<file path="config.mk">
export PLATFORM = sky130hd
export DESIGN_NAME = mm_top
export DESIGN_NICKNAME = d
export VERILOG_FILES = /design/src/rtl/mm_pkg.sv /design/src/rtl/mm_opbuf.sv /design/src/rtl/mm_ctrl.sv /design/src/rtl/mm_skew.sv /design/src/rtl/mm_cell.sv /design/src/rtl/mm_grid.sv /design/src/rtl/mm_top.sv
export SDC_FILE = /design/constraint.sdc
export NUM_CORES = 2
export LEC_CHECK = 0
export BUFFER_PORTS_ARGS = -buffer_cell sky130_fd_sc_hd__buf_2
export CAP_MARGIN = 20
export CORE_ASPECT_RATIO = 0.5
export CORE_MARGIN = 1
export CORE_UTILIZATION = 55
export CTS_BUF_LIST = sky130_fd_sc_hd__clkbuf_4 sky130_fd_sc_hd__clkbuf_8 sky130_fd_sc_hd__clkbuf_16
export CTS_CLUSTER_SIZE = 25
export DETAILED_ROUTE_END_ITERATION = 10
export PLACE_DENSITY_LB_ADDON = 0.05
export SLEW_MARGIN = 20
export SYNTH_ARGS = -nofsm -noshare
export SYNTH_HDL_FRONTEND = slang
export SYNTH_SLANG_ARGS = --single-unit
</file>
<file path="constraint.sdc">
create_clock -name clk -period 14.19 [get_ports clk]
set_input_delay 2.838 -clock clk [delete_from_list [all_inputs] [get_ports clk]]
set_output_delay 2.838 -clock clk [all_outputs]
set_load 0.01 [all_outputs]
</file>
<file path="src/rtl/mm_pkg.sv">
package mm_pkg;

  localparam int MM_DIM  = 4;
  localparam int MM_OPW  = 8;
  localparam int MM_ACCW = 20;

  typedef enum logic {
    ST_IDLE = 1'b0,
    ST_RUN  = 1'b1
  } mm_state_e;

  // feed steps needed for an n x n mesh: 2n-1 wavefronts plus n-1 drain
  function automatic int run_cycles(input int n);
    return 3 * n - 2;
  endfunction

endpackage

</file>
<file path="src/rtl/mm_opbuf.sv">
module mm_opbuf #(
  parameter int N   = mm_pkg::MM_DIM,
  parameter int OPW = mm_pkg::MM_OPW,
  localparam int IW = $clog2(N * N)
) (
  input  logic                  clk,
  input  logic                  wr_en,
  input  logic [IW-1:0]         wr_addr,
  input  logic signed [OPW-1:0] wr_data,
  output logic signed [OPW-1:0] mem [N*N]
);

  always_ff @(posedge clk) begin
    if (wr_en) begin
      mem[wr_addr] <= wr_data;
    end
  end

endmodule

</file>
<file path="src/rtl/mm_ctrl.sv">
module mm_ctrl #(
  parameter int N    = mm_pkg::MM_DIM,
  localparam int RUN = mm_pkg::run_cycles(N),
  localparam int CW  = $clog2(RUN)
) (
  input  logic          clk,
  input  logic          rst,
  input  logic          start,
  output logic          clr,
  output logic          run,
  output logic [CW-1:0] step,
  output logic          done
);

  import mm_pkg::*;

  localparam logic [CW-1:0] LAST = CW'(RUN - 1);

  mm_state_e state;

  assign clr = start && (state == ST_IDLE);
  assign run = (state == ST_RUN);

  always_ff @(posedge clk) begin
    if (rst) begin
      state <= ST_IDLE;
      step  <= '0;
      done  <= 1'b0;
    end else begin
      case (state)
        ST_IDLE: begin
          if (start) begin
            state <= ST_RUN;
            step  <= '0;
            done  <= 1'b0;
          end
        end
        ST_RUN: begin
          if (step == LAST) begin
            state <= ST_IDLE;
            done  <= 1'b1;
          end else begin
            step <= step + 1'b1;
          end
        end
        default: state <= ST_IDLE;
      endcase
    end
  end

endmodule

</file>
<file path="src/rtl/mm_skew.sv">
module mm_skew #(
  parameter int N   = mm_pkg::MM_DIM,
  parameter int OPW = mm_pkg::MM_OPW,
  parameter int CW  = 4,
  localparam int IW = $clog2(N * N)
) (
  input  logic                  run,
  input  logic [CW-1:0]         step,
  input  logic signed [OPW-1:0] abuf [N*N],
  input  logic signed [OPW-1:0] bbuf [N*N],
  output logic signed [OPW-1:0] a_edge [N],
  output logic signed [OPW-1:0] b_edge [N]
);

  // lane e receives element k = step - e; out-of-range slots are zero bubbles
  always_comb begin
    for (int e = 0; e < N; e++) begin
      a_edge[e] = '0;
      b_edge[e] = '0;
      if (run && (int'(step) >= e) && (int'(step) - e < N)) begin
        a_edge[e] = abuf[IW'(e * N + int'(step) - e)];
        b_edge[e] = bbuf[IW'((int'(step) - e) * N + e)];
      end
    end
  end

endmodule

</file>
<file path="src/rtl/mm_cell.sv">
module mm_cell #(
  parameter int OPW  = mm_pkg::MM_OPW,
  parameter int ACCW = mm_pkg::MM_ACCW
) (
  input  logic                   clk,
  input  logic                   rst,
  input  logic                   clr,
  input  logic                   en,
  input  logic signed [OPW-1:0]  a_in,
  input  logic signed [OPW-1:0]  b_in,
  output logic signed [ACCW-1:0] acc
);

  logic signed [2*OPW-1:0] prod;

  assign prod = a_in * b_in;

  always_ff @(posedge clk) begin
    if (rst || clr) begin
      acc <= '0;
    end else if (en) begin
      acc <= acc + ACCW'(prod);
    end
  end

endmodule

</file>
<file path="src/rtl/mm_grid.sv">
module mm_grid #(
  parameter int N    = mm_pkg::MM_DIM,
  parameter int OPW  = mm_pkg::MM_OPW,
  parameter int ACCW = mm_pkg::MM_ACCW
) (
  input  logic                   clk,
  input  logic                   rst,
  input  logic                   clr,
  input  logic                   en,
  input  logic signed [OPW-1:0]  a_edge [N],
  input  logic signed [OPW-1:0]  b_edge [N],
  output logic signed [ACCW-1:0] acc [N*N]
);

  // horizontal hop registers after columns 0..N-2, vertical after rows 0..N-2
  logic signed [OPW-1:0] a_hop [N][N-1];
  logic signed [OPW-1:0] b_hop [N-1][N];

  for (genvar r = 0; r < N; r++) begin : g_row
    for (genvar c = 0; c < N; c++) begin : g_col
      logic signed [OPW-1:0] a_here;
      logic signed [OPW-1:0] b_here;

      if (c == 0) begin : g_a_edge
        assign a_here = a_edge[r];
      end else begin : g_a_link
        assign a_here = a_hop[r][c-1];
      end

      if (r == 0) begin : g_b_edge
        assign b_here = b_edge[c];
      end else begin : g_b_link
        assign b_here = b_hop[r-1][c];
      end

      if (c < N - 1) begin : g_a_reg
        always_ff @(posedge clk) begin
          if (rst || clr) begin
            a_hop[r][c] <= '0;
          end else if (en) begin
            a_hop[r][c] <= a_here;
          end
        end
      end

      if (r < N - 1) begin : g_b_reg
        always_ff @(posedge clk) begin
          if (rst || clr) begin
            b_hop[r][c] <= '0;
          end else if (en) begin
            b_hop[r][c] <= b_here;
          end
        end
      end

      mm_cell #(
        .OPW  (OPW),
        .ACCW (ACCW)
      ) u_cell (
        .clk  (clk),
        .rst  (rst),
        .clr  (clr),
        .en   (en),
        .a_in (a_here),
        .b_in (b_here),
        .acc  (acc[r*N+c])
      );
    end
  end

endmodule

</file>
<file path="src/rtl/mm_top.sv">
module mm_top #(
  parameter int N    = mm_pkg::MM_DIM,
  parameter int OPW  = mm_pkg::MM_OPW,
  parameter int ACCW = mm_pkg::MM_ACCW,
  localparam int IW  = $clog2(N * N)
) (
  input  logic                   clk,
  input  logic                   rst,
  input  logic                   start,
  input  logic                   a_wr_en,
  input  logic [IW-1:0]          a_wr_addr,
  input  logic signed [OPW-1:0]  a_wr_data,
  input  logic                   b_wr_en,
  input  logic [IW-1:0]          b_wr_addr,
  input  logic signed [OPW-1:0]  b_wr_data,
  input  logic [IW-1:0]          rd_addr,
  output logic                   busy,
  output logic                   done,
  output logic signed [ACCW-1:0] rd_data
);

  localparam int CW = $clog2(mm_pkg::run_cycles(N));

  logic                   clr;
  logic                   run;
  logic [CW-1:0]          step;
  logic signed [OPW-1:0]  abuf   [N*N];
  logic signed [OPW-1:0]  bbuf   [N*N];
  logic signed [OPW-1:0]  a_edge [N];
  logic signed [OPW-1:0]  b_edge [N];
  logic signed [ACCW-1:0] acc    [N*N];

  assign busy = run;

  mm_ctrl #(.N(N)) u_ctrl (
    .clk   (clk),
    .rst   (rst),
    .start (start),
    .clr   (clr),
    .run   (run),
    .step  (step),
    .done  (done)
  );

  mm_opbuf #(.N(N), .OPW(OPW)) u_abuf (
    .clk     (clk),
    .wr_en   (a_wr_en && !run),
    .wr_addr (a_wr_addr),
    .wr_data (a_wr_data),
    .mem     (abuf)
  );

  mm_opbuf #(.N(N), .OPW(OPW)) u_bbuf (
    .clk     (clk),
    .wr_en   (b_wr_en && !run),
    .wr_addr (b_wr_addr),
    .wr_data (b_wr_data),
    .mem     (bbuf)
  );

  mm_skew #(.N(N), .OPW(OPW), .CW(CW)) u_skew (
    .run    (run),
    .step   (step),
    .abuf   (abuf),
    .bbuf   (bbuf),
    .a_edge (a_edge),
    .b_edge (b_edge)
  );

  mm_grid #(.N(N), .OPW(OPW), .ACCW(ACCW)) u_grid (
    .clk    (clk),
    .rst    (rst),
    .clr    (clr),
    .en     (run),
    .a_edge (a_edge),
    .b_edge (b_edge),
    .acc    (acc)
  );

  always_ff @(posedge clk) begin
    if (rst) begin
      rd_data <= '0;
    end else begin
      rd_data <= acc[rd_addr];
    end
  end

endmodule

</file>
Word level (Yosys, flattened, before mapping)
Memory sizes are Yosys's and may differ from the RTL's.
Cells that the tools add are included.

storage, ports and cells
  bits in registers = 602
  memory bits (writable) = 192
  bits of input ports = 33
  output and inout port bits = 22
  word-level logic and storage cells = 254
  memories kept = 2

cells by class
  add/subtract/negate cells = 29
  multipliers = 16
  $lt $le $gt $ge = 20
  eq/ne operators = 4
  multiplexer cells = 79
  bitwise logic cells = 36
  reduce and logical (&&, ||, !) cells = 16

memory list
  name          words  width  read ports  clocked after Yosys merged registers in  wr ports  RTL line       text
  u_grid.a_hop  4      24     4           0                                        4         mm_grid.sv:16  logic signed [OPW-1:0] a_hop [N][N-1];
  u_grid.b_hop  3      32     3           0                                        3         mm_grid.sv:17  logic signed [OPW-1:0] b_hop [N-1][N];

operators by type and width
  cell                                                                    count
  8-bit two-way mux                                                       50
  20-bit by 16-bit adder with 20-bit output                               16
  8-bit binary-select mux with 4-bit select                               8
  128-bit bitwise mux                                                     2
  8-bit by 8-bit multiplier with 16-bit output                            16
  20-bit binary-select mux with 4-bit select                              1
  8-bit demux with 4-bit select                                           2
  4-bit by 5-bit >= comparator with 1-bit output (second input constant)  8
  20-bit two-way mux                                                      2
  4-bit NOT                                                               8
  1-bit OR                                                                24
  5-bit >= comparator (second input constant)                             3
  5-bit by 4-bit < comparator with 1-bit output (second input constant)   3
  4-bit NOT with 5-bit output                                             3
  1-bit logical AND                                                       12
  5-bit by 1-bit < comparator with 1-bit output (second input constant)   2
  4-bit by 2-bit subtractor with 5-bit output (second input constant)     2
  1-bit two-way mux                                                       9
  4-bit by 3-bit adder with 4-bit output (second input constant)          2
  4-bit adder (first input constant)                                      2
  4-bit by 2-bit >= comparator with 1-bit output (second input constant)  2
  4-bit two-way mux                                                       2
  4-bit case mux with 2 select lines                                      1
  4-bit by 3-bit subtractor with 4-bit output (second input constant)     2
  14 further kinds                                                        18

Logic depth before layout (Yosys ltp)
  word-level depth = 9
  mapped depth = 32

By module
A second synthesis with hierarchy kept.

second synthesis, totals
  cells, all modules = 8686
  area, all modules = 93980.1 µm²

by module, submodules not included
  module                                          times used  cells each  area each (µm²)  sequential area each (µm²)
  mm_cell at u_grid.g_row[1].g_col[1].u_cell ...  8           444         4289.1           400.4
  mm_cell at u_grid.g_row[0].g_col[0].u_cell ...  4           457         4395.5           400.4
  mm_cell at u_grid.g_row[3].g_col[1].u_cell ...  2           440         4294.1           400.4
  mm_grid                                         1           448         8481.9           5765.5
  mm_opbuf                                        2           155         3995.1           3843.7
  mm_skew                                         1           375         4875.9           0.0
  mm_cell at u_grid.g_row[0].g_col[1].u_cell      1           450         4336.7           400.4
  mm_cell at u_grid.g_row[3].g_col[3].u_cell      1           445         4302.9           400.4
  mm_top                                          1           364         3195.6           400.4
  mm_ctrl                                         1           34          314.1            120.1

Least setup slack after synthesis
Ideal clock, no wire load.

  path kind = in2reg
  start = input start
  end = register u_grid.g_row[1].g_col[1].u_cell.acc[15]
  setup time = 0.413 ns
  data arrival time = 8.929 ns
  required time = 13.777 ns
  slack = 4.848 ns
  cell stages on the path = 4
  path buffers = 1
  path through = nor3_1 inv_2 clkbuf_1 o32ai_1

between the ends
  longest elaborated chain between the ends = 2

ends and longest elaborated chain
  what                  RTL line       text
  start, declared       mm_top.sv:9    input logic start,
  1-bit logical AND     mm_ctrl.sv:21  assign clr = start && (state == ST_IDLE);
  1-bit logical OR      mm_cell.sv:19  if (rst || clr) begin
  end signal, assigned  mm_cell.sv:22  acc <= acc + ACCW'(prod);
  end, declared         mm_cell.sv:11  output logic signed [ACCW-1:0] acc

No other way between the ends.
A chain may end at the register's enable or synchronous reset.

Worst setup path in the final report
  start = register u_ctrl.step[1]
  end = register u_grid.g_row[0].g_col[3].u_cell.acc[18]

between the ends
  longest elaborated chain between the ends = 9
  elaborated cells between the ends (all ways) = 13

ends and longest elaborated chain
  what                                                  RTL line       text
  start, declared                                       mm_ctrl.sv:11  output logic [CW-1:0] step,
  start signal, assigned                                mm_ctrl.sv:43  step <= step + 1'b1;
  4-bit by 2-bit subtractor with 5-bit output           mm_skew.sv:20  if (run && (int'(step) >= e) && (int'(step) - e < N)) begin
  4-bit by 3-bit adder with 4-bit output                mm_skew.sv:22  b_edge[e] = bbuf[IW'((int'(step) - e) * N + e)];
  4-bit NOT (not written as such)                       mm_skew.sv:22
  8-bit binary-select mux with 4-bit select             mm_skew.sv:22
  8-bit two-way mux (not written as such) (2 in a row)  mm_skew.sv:22
  8-bit two-way mux (*)                                 mm_skew.sv:20
  8-bit by 8-bit multiplier with 16-bit output (*)      mm_cell.sv:16  assign prod = a_in * b_in;
  20-bit by 16-bit adder with 20-bit output (*)         mm_cell.sv:22
  end signal, assigned                                  mm_cell.sv:22
  end, declared                                         mm_cell.sv:11

Mark *: on every way between the ends. The rest lies on a longest branch, timed or not. The select of a mux whose other input is x is not followed.

==> metrics.txt <==
# TYPE chip_impl_metric gauge
chip_impl_metric{name="post-place-ws",unit="ns"} 4.92
chip_impl_metric{name="post_cts_resize_count",unit=""} 0
chip_impl_metric{name="route.detailed.vias_per_inst",unit=""} 5.58
chip_impl_metric{name="numCtsBuffers",unit=""} 80
chip_impl_metric{name="dp_hpwl",unit="microns"} 184000
chip_impl_metric{name="cp_max_fo",unit=""} 45
chip_impl_info{name="mostFrequentLayoutCell",value="inv_1"} 1
chip_impl_metric{name="dr.first_iter.drc_count",unit=""} 4410
chip_impl_metric{name="power_density",unit="nW/um^2"} 71.5
chip_impl_metric{name="route.detailed.drc",unit=""} 0
chip_impl_metric{name="gpl.final_weighted_congestion",unit=""} 0.896
chip_impl_info{name="worst_reg2reg_path_endpoint",value="u_grid.g_row[0].g_col[3].u_cell.acc[18]$_SDFFE_PP0P_"} 1
chip_impl_metric{name="post_synth_xor_area_fraction",unit="%"} 3.04
chip_impl_metric{name="antenna_found_initial",unit=""} 20
chip_impl_metric{name="synth_compound_gate_area_share",unit="%"} 5.49
chip_impl_metric{name="synthesized_area_fraction_occupied_by_adder_cells",unit="%"} 41.4
chip_impl_metric{name="grt_max_degree",unit=""} 86
chip_impl_metric{name="ioPinCount",unit=""} 55
chip_impl_metric{name="worst_setup_margin",unit="ns"} 4.94
chip_impl_metric{name="synth.lib_cells_used.distinct",unit=""} 85
chip_impl_metric{name="synth-seq-cells",unit=""} 794
chip_impl_metric{name="hold_buffers",unit=""} 0
chip_impl_metric{name="die_area",unit="sq um"} 166000
chip_impl_metric{name="wl",unit="microns"} 230000
chip_impl_metric{name="worst_hold_path.num_cells",unit=""} 1
chip_impl_metric{name="r2r_cells",unit=""} 22
chip_impl_metric{name="finalCriticalPeriod",unit="ns"} 9.25
chip_impl_metric{name="synth-warning-count",unit=""} 0
chip_impl_info{name="crit_path_class",value="register to register"} 1
chip_impl_metric{name="power.ir.vdd_worst",unit="V"} 0.000116
chip_impl_metric{name="clock_insertion_delay_at_the_later_pin_of_the_skew_report",unit="ns"} 0.71
chip_impl_metric{name="total_leakage_power",unit="nW"} 45.6
chip_impl_metric{name="synth.yosys.seq_area_share",unit="%"} 22.5
chip_impl_info{name="holdCritPathClass",value="register to register"} 1
chip_impl_metric{name="final_layout_size_suffix_gt1_share",unit="%"} 7.04
chip_impl_metric{name="ant_nets",unit=""} 0
chip_impl_metric{name="synth.avg_cell_area",unit="sq um"} 10.7
chip_impl_metric{name="synthArstFlopShare",unit="%"} 0
chip_impl_info{name="timing.rr.start",value="u_ctrl.step[1]$_SDFFE_PP0P_"} 1
chip_impl_metric{name="power.total",unit="mW"} 6.86
chip_impl_info{name="largest_family_of_logic_cells_by_synthesized_area",value="adder cells"} 1
chip_impl_metric{name="syn_area",unit="sq um"} 90600
chip_impl_metric{name="slew_viol_final",unit=""} 0
chip_impl_metric{name="initial_core_util",unit="%"} 55.8
chip_impl_metric{name="muxShareOfSynthArea",unit="%"} 7.98
chip_impl_metric{name="synthToLayoutAreaGrowth",unit="%"} 5.86
chip_impl_metric{name="max_slew.worst_pin.slew",unit="ns"} 1.15
chip_impl_info{name="grt_setup_unrepaired",value="no"} 1
chip_impl_metric{name="die_h",unit="microns"} 289
chip_impl_metric{name="dr.pass1.iters",unit=""} 8
chip_impl_metric{name="finalCritPeriodShare",unit="%"} 65.2
chip_impl_metric{name="tritoncts_num_sinks",unit=""} 794
chip_impl_metric{name="post-cts-setup-buffers",unit=""} 0
chip_impl_metric{name="synth_edf_count",unit=""} 448
chip_impl_info{name="layout_common_cells",value="inv_1 (1712), fa_1 (1408), ha_1 (744), nand2_1 (615), and2_1 (604)"} 1
chip_impl_metric{name="multiInputGateArea",unit="sq um"} 62800
chip_impl_metric{name="detail_route.wl_per_cell",unit="microns"} 21.6
chip_impl_info{name="synth_top_flop_cell",value="edfxtp_1"} 1
chip_impl_metric{name="timing.clock.skew",unit="ns"} 0.0449
chip_impl_metric{name="rows",unit=""} 104
chip_impl_metric{name="timing.final.setup_violations",unit=""} 0
chip_impl_metric{name="clock.fmax",unit="GHz"} 0.108
chip_impl_metric{name="globalRouteOverflowTotal",unit=""} 0
chip_impl_info{name="start_kind",value="register"} 1
chip_impl_metric{name="die_w",unit="microns"} 576
chip_impl_metric{name="max_cap_violations",unit=""} 0
chip_impl_info{name="cts_tree",value="yes"} 1
chip_impl_metric{name="gr-usage-all-layers",unit="%"} 28.8
chip_impl_metric{name="setup_total_negative_slack",unit="ns"} 0
chip_impl_metric{name="ctsHtreeMaxLevel",unit=""} 3
chip_impl_metric{name="first_global_vias",unit=""} 61300
chip_impl_metric{name="num-fill-cells",unit=""} 14000
chip_impl_metric{name="synthesis.nets",unit=""} 10600
chip_impl_metric{name="worst_setup_hold_path_clk_slew",unit="ns"} 0.07
chip_impl_metric{name="register_area",unit="sq um"} 20400
chip_impl_metric{name="dr_total_vias",unit=""} 59300
chip_impl_metric{name="reg2reg_setup_slack",unit="ns"} 4.94
chip_impl_metric{name="grt_first_pass_wirelength",unit="microns"} 362000
chip_impl_metric{name="crit_path_arrival_time",unit="ns"} 9.81
chip_impl_info{name="setup.worst_path.end_class",value="register"} 1
chip_impl_metric{name="port_buffers",unit=""} 54
chip_impl_info{name="timing.hold.worst_endpoint",value="u_grid.g_row[1].g_col[2].u_cell.acc[19]$_SDFFE_PP0P_"} 1
chip_impl_metric{name="hold_viol",unit=""} 0
chip_impl_info{name="min-delay-start",value="u_grid.g_row[1].g_col[2].u_cell.acc[19]$_SDFFE_PP0P_"} 1
chip_impl_metric{name="timing.critical_path.required",unit="ns"} 14.75
chip_impl_metric{name="maxSlewHeadroom",unit="%"} 22.9
chip_impl_metric{name="clock_path_buffers",unit=""} 3
chip_impl_metric{name="layout.nets",unit=""} 10600
chip_impl_metric{name="synth_simple_gate_area_share",unit="%"} 11.2
chip_impl_metric{name="syn_inst",unit=""} 8456
chip_impl_info{name="ctsRootBufferMaster",value="clkbuf_16"} 1
chip_impl_metric{name="core-area",unit="sq um"} 162000
chip_impl_info{name="result_of_the_run",value="finished clean"} 1
where the power goes:
part	total (mW)	switching, mW	internal [mW]
combinational	1.85	1.08	0.772
sequential	2.69	0.172	2.51
clock	2.32	1.07	1.26
total	6.86	2.32	4.54
worst max-delay path by stage:
stage | from | endpoint | slack (ns) | cells after the start
3_3_place_gp | u_ctrl.step[0]$_SDFFE_PP0P_ | u_grid.g_row[1].g_col[0].u_cell.acc[19]$_SDFFE_PP0P_ | 5.17 | 25
6_report | u_ctrl.step[1]$_SDFFE_PP0P_ | u_grid.g_row[0].g_col[3].u_cell.acc[18]$_SDFFE_PP0P_ | 4.94 | 22
5_1_grt | u_ctrl.step[1]$_SDFFE_PP0P_ | u_grid.g_row[0].g_col[3].u_cell.acc[18]$_SDFFE_PP0P_ | 4.28 | 22
2_1_floorplan | start | u_grid.g_row[1].g_col[1].u_cell.acc[15]$_SDFFE_PP0P_ | 4.85 | 4
3_5_place_dp | u_ctrl.step[1]$_SDFFE_PP0P_ | u_grid.g_row[0].g_col[3].u_cell.acc[18]$_SDFFE_PP0P_ | 4.92 | 22
4_1_cts | u_ctrl.step[1]$_SDFFE_PP0P_ | u_grid.g_row[0].g_col[3].u_cell.acc[18]$_SDFFE_PP0P_ | 4.88 | 22
synthesized netlist by cell type, types with 14 or more instances:
library cell,n,area [sq um]
or2_2,17,106
fa_1,1408,28200
ha_1,745,9320
o21bai_1,40,300
dfxtp_1,346,6930
buf_1,31,116
and3_1,79,494
o21a_1,28,210
nor4_1,14,87.6
xnor2_1,216,1890
mux4_2,244,5500
a21oi_1,156,781
o21ai_0,169,846
a211oi_2,16,200
nor3_1,63,315
edfxtp_1,448,13500
a21o_1,72,541
and2_1,604,3780
nor2_1,369,1390
nor2b_1,56,350
clkbuf_1,186,698
mux2i_1,163,1630
a31oi_1,26,163
nand3_1,61,305
a211oi_1,58,435
o22ai_1,70,438
buf_2,30,150
buf_4,20,150
nand2b_1,112,701
xor2_1,97,850
nand2_1,616,2310
inv_1,1712,6430
sequential cells by signal, summed over array words and instances (netlist names):
name                           flops
u_grid.g_row.g_col.u_cell.acc    320
u_abuf.mem                       128
u_bbuf.mem                       128
u_grid.a_hop                      96
u_grid.b_hop                      96
rd_data                           20
u_ctrl.step                        4
u_ctrl.done                        1
u_ctrl.run                         1
kinds of logic after synthesis:
family,after synthesis
xor+xnor,314
mux,416
compound gates,754
simple gates,2038
buf+inv,1987
fa+ha+maj,2153
flops,794
worst max-delay path, stage by stage, from the launching register on:
cell and delay [ns]:
dfxtp_2 0.33, clkinv_1 0.71, ha_4 0.99, buf_4 0.67
mux4_2 0.36, and3_1 0.57, and2_1 0.79, inv_1 0.13
fa_1 0.51, inv_1 0.05, fa_1 0.48, fa_1 0.57
fa_1 0.43, fa_1 0.38, ha_1 0.35, o21ai_0 0.36
o2bb2ai_1 0.19, a311oi_1 0.12, o31ai_1 0.45, a21oi_1 0.15
a21oi_1 0.20, xor2_1 0.14, o21ai_0 0.08
per-layer routing:
metal / vias up / share of wire [%] / track usage [%] / wire, microns
li1: 26900 / - / - / -
met1: 30600 / 45 / 41.8 / 104000
met2: 1521 / 46 / 45.9 / 106000
met3: 242 / 6.6 / 4.68 / 15200
met4: 6 / 2.2 / 6.14 / 5050
met5: - / 0.015 / 0 / 34
through the flow:
| stage | cell area (sq um) | hold WS (ns) | util [%] | std cells |
|---|---|---|---|---|
| final | 95900 | 0.468 | 59.1 | 10600 |
| after detailed placement | 93100 | 0.457 | 57.3 | 10500 |
| after CTS | 95900 | 0.467 | 59.1 | 10600 |
| after floorplan | 90600 | 0.433 | - | 8456 |
| after global routing | 95900 | 0.494 | 59.1 | 10600 |
| after global placement | 93100 | 0.456 | 57.3 | 10500 |
layout make-up:
| class | count | area share (%) |
|---|---|---|
| repair buffers | 116 | 0.772 |
| inverters | 1718 | 6.73 |
| multi-input cells | 5675 | 65.4 |
| well taps | 2173 | 2.83 |
| clock inverters | 55 | 0.685 |
| flip-flops and latches | 794 | 21.3 |
| clock buffers | 95 | 2.26 |
| diodes | 12 | 0.0313 |
Power figures use the tool's default switching activity.
